[config.mk]
export PLATFORM = sky130hd
export DESIGN_NAME = branch_resolver
export DESIGN_NICKNAME = d
export VERILOG_FILES = /design/src/rtl/branch_resolver.sv
export SDC_FILE = /design/constraint.sdc
export NUM_CORES = 1
export LEC_CHECK = 0
export ABC_AREA = 1
export CORE_MARGIN = 1.5
export CORE_UTILIZATION = 50
export CTS_BUF_LIST = sky130_fd_sc_hd__clkbuf_4 sky130_fd_sc_hd__clkbuf_8
export DETAILED_ROUTE_END_ITERATION = 8
export PLACE_DENSITY_LB_ADDON = 0.25
export SKIP_LAST_GASP = 1
export SYNTH_ARGS = -nofsm -noshare
export SYNTH_HDL_FRONTEND = slang
export SYNTH_SLANG_ARGS = --single-unit
[constraint.sdc]
create_clock -name clk -period 2.39 [get_ports clk]
set_input_delay 0.3585 -clock clk [delete_from_list [all_inputs] [get_ports clk]]
set_output_delay 0.3585 -clock clk [all_outputs]
set_load 0.005 [all_outputs]
[src/rtl/branch_resolver.sv]
module branch_resolver #(
  parameter int AW  = 17,
  parameter int DW  = 32,
  parameter int OPW = 3
) (
  input  logic           clk,
  input  logic           rst_n,
  input  logic           req_vld,
  input  logic [OPW-1:0] op,
  input  logic [3:0]     rmask,
  input  logic [3:0]     cc,
  input  logic [DW-1:0]  reg_val,
  input  logic [AW-1:0]  eff_addr,
  input  logic [AW-1:0]  upd_addr,
  input  logic           tgt_absent,
  input  logic           tgt_protected,
  input  logic           tgt_parity_err,
  output logic           res_vld,
  output logic [AW-1:0]  next_addr,
  output logic           wr_en,
  output logic [DW-1:0]  wr_data,
  output logic           trap_req,
  output logic [7:0]     trap_vec
);
  localparam logic [OPW-1:0] OP_ANYSET  = OPW'(0);
  localparam logic [OPW-1:0] OP_NONESET = OPW'(1);
  localparam logic [OPW-1:0] OP_CNTUP   = OPW'(2);
  localparam logic [OPW-1:0] OP_CNTDN   = OPW'(3);
  localparam logic [OPW-1:0] OP_CALL    = OPW'(4);
  localparam logic [7:0]     VEC_ACCESS = 8'h40;
  localparam logic [7:0]     VEC_PARITY = 8'h4C;

  logic          hit;
  logic [DW-1:0] up_v, dn_v, link_v;
  logic          taken, is_cnt, is_call;
  logic          acc_trap, par_trap, any_trap;
  logic          we_c;
  logic [DW-1:0] wd_c;
  logic [AW-1:0] na_c;

  assign hit    = |(rmask & cc);
  assign up_v   = reg_val + DW'(1);
  assign dn_v   = reg_val - DW'(1);
  assign link_v = {{(DW-AW){1'b0}}, upd_addr};

  always_comb begin
    taken   = 1'b0;
    is_cnt  = 1'b0;
    is_call = 1'b0;
    wd_c    = '0;
    unique case (op)
      OP_ANYSET:  taken = hit;
      OP_NONESET: taken = !hit;
      OP_CNTUP: begin
        is_cnt = 1'b1;
        wd_c   = up_v;
        taken  = up_v[DW-1];
      end
      OP_CNTDN: begin
        is_cnt = 1'b1;
        wd_c   = dn_v;
        taken  = !dn_v[DW-1] && (dn_v != '0);
      end
      OP_CALL: begin
        is_call = 1'b1;
        wd_c    = link_v;
        taken   = 1'b1;
      end
      default: ;
    endcase
  end

  assign acc_trap = taken && (tgt_absent || tgt_protected);
  assign par_trap = taken && !acc_trap && tgt_parity_err;
  assign any_trap = acc_trap || par_trap;
  assign we_c     = is_call || (is_cnt && !any_trap);
  assign na_c     = any_trap ? (upd_addr - AW'(1)) : (taken ? eff_addr : upd_addr);

  always_ff @(posedge clk) begin
    if (!rst_n) begin
      res_vld   <= 1'b0;
      wr_en     <= 1'b0;
      trap_req  <= 1'b0;
      trap_vec  <= '0;
      next_addr <= '0;
      wr_data   <= '0;
    end else begin
      res_vld  <= req_vld;
      wr_en    <= req_vld && we_c;
      trap_req <= req_vld && any_trap;
      if (req_vld) begin
        trap_vec  <= acc_trap ? VEC_ACCESS : (par_trap ? VEC_PARITY : 8'h00);
        next_addr <= na_c;
        wr_data   <= wd_c;
      end
    end
  end
endmodule

==> impl_metrics.json <==
{
  "outcome": "complete, no violations",
  "drt_iter0_markers": 624,
  "regArea_sq_mm": 0.00108,
  "start_kind": "primary input",
  "finalSetupViolCount": 0,
  "endpoint_kind": "register",
  "n_fill_cell": 584,
  "yosysMostFrequentCell": "nand2_1",
  "max_freq_mhz": 427,
  "dp_hpwl_mm": 15.4,
  "r2r_end": "next_addr[1]$_SDFFE_PN0P_",
  "yosysWarnings": 0,
  "port_buffers": 137,
  "cts_sinks": 54,
  "vias": 7132,
  "place_ws_ns": -0.583,
  "drive_above_1_share_pct": 28.4,
  "die_h_um": 102,
  "grt_max_degree": 32,
  "p_leak_nw": 3.75,
  "cts_max_level": 2,
  "syn_inst": 834,
  "drc": 0,
  "worstSetupPathDepth": 13,
  "clk_pin_slew_ns": 0.11,
  "first_pass_iters": 7,
  "vdd_ir_drop_max_mv": 0.252,
  "cp_slowest_stage_delay_ns": 0.49,
  "timing.final.crit_share_pct": 98.1,
  "synth.top_cells.by_count": "nand2_1, nor2_1, inv_1",
  "synth-seq-area-share_pct": 22.1,
  "ys_seq_elements": 54,
  "diodes": 0,
  "hp-class": "register to register",
  "drv_cap": 0,
  "nets": 1222,
  "io_pins": 143,
  "crit_fanout": 3,
  "ant_nets": 0,
  "ys_async_sr_fraction_pct": 0,
  "clk_latency_ns": 0.31,
  "grt.overflow.total": 0,
  "power_density_mw_per_mm2": 322,
  "hold_violations": 0,
  "die_w_um": 102,
  "synth_edf_count": 0,
  "crit_buf_inv": 2,
  "crit_type": "primary input to register",
  "area_delta_synth_final_pct": 64.9,
  "utilization_pct": 86.0,
  "cp.required_ns": 2.62,
  "grt_pass1_wl_mm": 32.6,
  "maxSlewViolCount": 0,
  "tightest_slew_ns": 0.500,
  "avgViaCountPerCell": 5.64,
  "final_area_sq_mm": 0.00806,
  "synth_flop_cell": "dfxtp_1",
  "slew_headroom_pct": 66.6,
  "power.total_mw": 2.59,
  "row_count": 35,
  "cts_tree": "yes",
  "dp.cells": 1223,
  "synth_top_area_share_pct": 22.1,
  "skew_ns": 0,
  "synth.avg_cell_area_sq_um": 5.86,
  "synth_cell_types": 42,
  "critPathTopFamily": "simple AND/OR/NAND/NOR gates",
  "rsz0062_at_grt": "yes",
  "core_region_area_sq_mm": 0.00937,
  "reg2regPathDepth": 4,
  "period_minus_slack_ns": 2.34,
  "crit_path_start": "upd_addr[2]",
  "r2r_slack_ns": 1.66,
  "slowest_stage": "clkdlybuf4s50_1",
  "totalWireLength_mm": 21.2,
  "r2r_start": "next_addr[1]$_SDFFE_PN0P_",
  "numCtsBuffers": 5,
  "critical_path_arrival_ns": 2.57,
  "stdcell_count": 1265,
  "place_area_sq_mm": 0.00741,
  "path_common_cell": "nor2_1",
  "antenna_found_initial": 0,
  "crit_end": "next_addr[15]$_SDFFE_PN0P_",
  "routedWlPerCell_um": 16.7,
  "yosysTopAreaCell": "dfxtp_1",
  "gp_congestion": 1.01,
  "worst_slack_ns": 0.0462,
  "start_util_pct": 52.1,
  "grt_pass1_vias": 6982,
  "die_area_sq_mm": 0.0104,
  "grt_use_total_pct": 40.0,
  "synthTopCellsByArea": "dfxtp_1, nand2_1, nor2_1, inv_1, nand3_1",
  "postCtsHoldBufs": 0,
  "synth_area_sq_mm": 0.00489,
  "cts-root-buf": "clkbuf_8",
  "multiInputGateArea_sq_mm": 0.00354,
  "path_cells": "clkdlybuf4s50_1 -> inv_1 -> nand3_1 -> nor3_2 -> nand3_2 -> nor3_4 -> nand3_2 -> nor2_2 -> nand3_1 -> xor2_1 -> nor2_1 -> nor2_1 -> nor2_1",
  "clockBufferDepth": 2
}
==> worst min path at each step <==
stage	startpoint	cells past startpoint	end	slack [ns]
2_1_floorplan	next_addr[0]$_SDFFE_PN0P_	2	next_addr[0]$_SDFFE_PN0P_	0.45
3_3_place_gp	wr_data[8]$_SDFFE_PN0P_	2	wr_data[8]$_SDFFE_PN0P_	0.44
3_5_place_dp	wr_data[26]$_SDFFE_PN0P_	2	wr_data[26]$_SDFFE_PN0P_	0.44
4_1_cts	wr_data[26]$_SDFFE_PN0P_	2	wr_data[26]$_SDFFE_PN0P_	0.46
5_1_grt	wr_data[26]$_SDFFE_PN0P_	2	wr_data[26]$_SDFFE_PN0P_	0.49
6_report	wr_data[26]$_SDFFE_PN0P_	2	wr_data[26]$_SDFFE_PN0P_	0.47
==> placed cells by master (no fill, tap or decap), drive strengths merged, types with 2 or more instances in the layout <==
| master | Yosys | routed |
|---|---|---|
| a21oi | 26 | 26 |
| a221oi | 8 | 8 |
| a22o | 13 | 13 |
| a22oi | 2 | 2 |
| a31oi | 3 | 3 |
| a32o | 3 | 3 |
| buf | 17 | 186 |
| clkbuf | 17 | 16 |
| clkdlybuf4s15 | 0 | 3 |
| clkdlybuf4s50 | 0 | 107 |
| clkinv | 2 | 2 |
| conb | 1 | 5 |
| dfxtp | 54 | 54 |
| dlygate4sd2 | 0 | 7 |
| dlymetal6s2s | 0 | 9 |
| ha | 4 | 4 |
| inv | 96 | 97 |
| nand2 | 212 | 212 |
| nand3 | 71 | 71 |
| nand4 | 16 | 16 |
| nor2 | 173 | 174 |
| nor3 | 15 | 15 |
| o21ai | 68 | 68 |
| o22ai | 3 | 3 |
| xnor2 | 2 | 2 |
| xor2 | 22 | 22 |
==> sequential cells by signal, summed over array words and instances (netlist names) <==
signal / count
trap_req: 1
next_addr: 17
trap_vec: 2
wr_en: 1
wr_data: 32
res_vld: 1
==> final cells by class <==
cell class                      instances  share of cell area, %
Clock inverter                          3                  0.605
Sequential cell                        54                   13.4
Multi-Input combinational cell        653                   44.0
Timing Repair Buffer                  323                   34.6
Tap cell                              129                   2.00
Inverter                               98                   4.60
Clock buffer                            5                  0.854
==> tightest hold or removal path, cell delays in order, from the launching register on <==
cell and delay [ns]:
dfxtp_1 0.33, nand2_1 0.06, nand2_1 0.04
==> kinds of logic after synthesis <==
logic type,Yosys count,share of synthesized area [%]
and+or+nand+nor,490,44.8
buffers and inverters,132,11.9
AOI/OAI and AO/OA,129,15.8
DFF,54,22.1
xor gates and xnor gates,24,4.30
adders and majority gates,4,1.02
other,1,0.0767
==> timing repair <==
action | 4_1_cts | 5_1_grt
gates cloned | 1 | 0
setup endpoints to repair | 28 | 29
resized for setup | 63 | 86
buffers inserted | 15 | 18
pin swaps | 25 | 58
==> metal layers <==
layer | part of all wire (%) | vias to the layer above | track usage [%]
li1 | - | 3295 | -
met5 | 0 | - | 0
met1 | 38 | 3250 | 46.7
met2 | 48 | 471 | 69.2
met4 | 4.9 | 0 | 21.3
met3 | 9.2 | 116 | 7.87
==> power breakdown <==
group	switching (mW)	internal [mW]	leakage (nW)
combinational	0.491	0.462	3.26
sequential	0.0218	0.937	0.441
clock	0.361	0.320	0.0563
total	0.874	1.72	3.75
==> per-stage QoR <==
stage	TNS [ns]	hold WS [ns]
floorplan	0	0.448
global placement	-15.11	0.438
detailed placement	-16.37	0.442
CTS	0	0.463
global route	-0.448	0.491
finish	0	0.465
No activity file was read; power rests on OpenSTA's default activity.
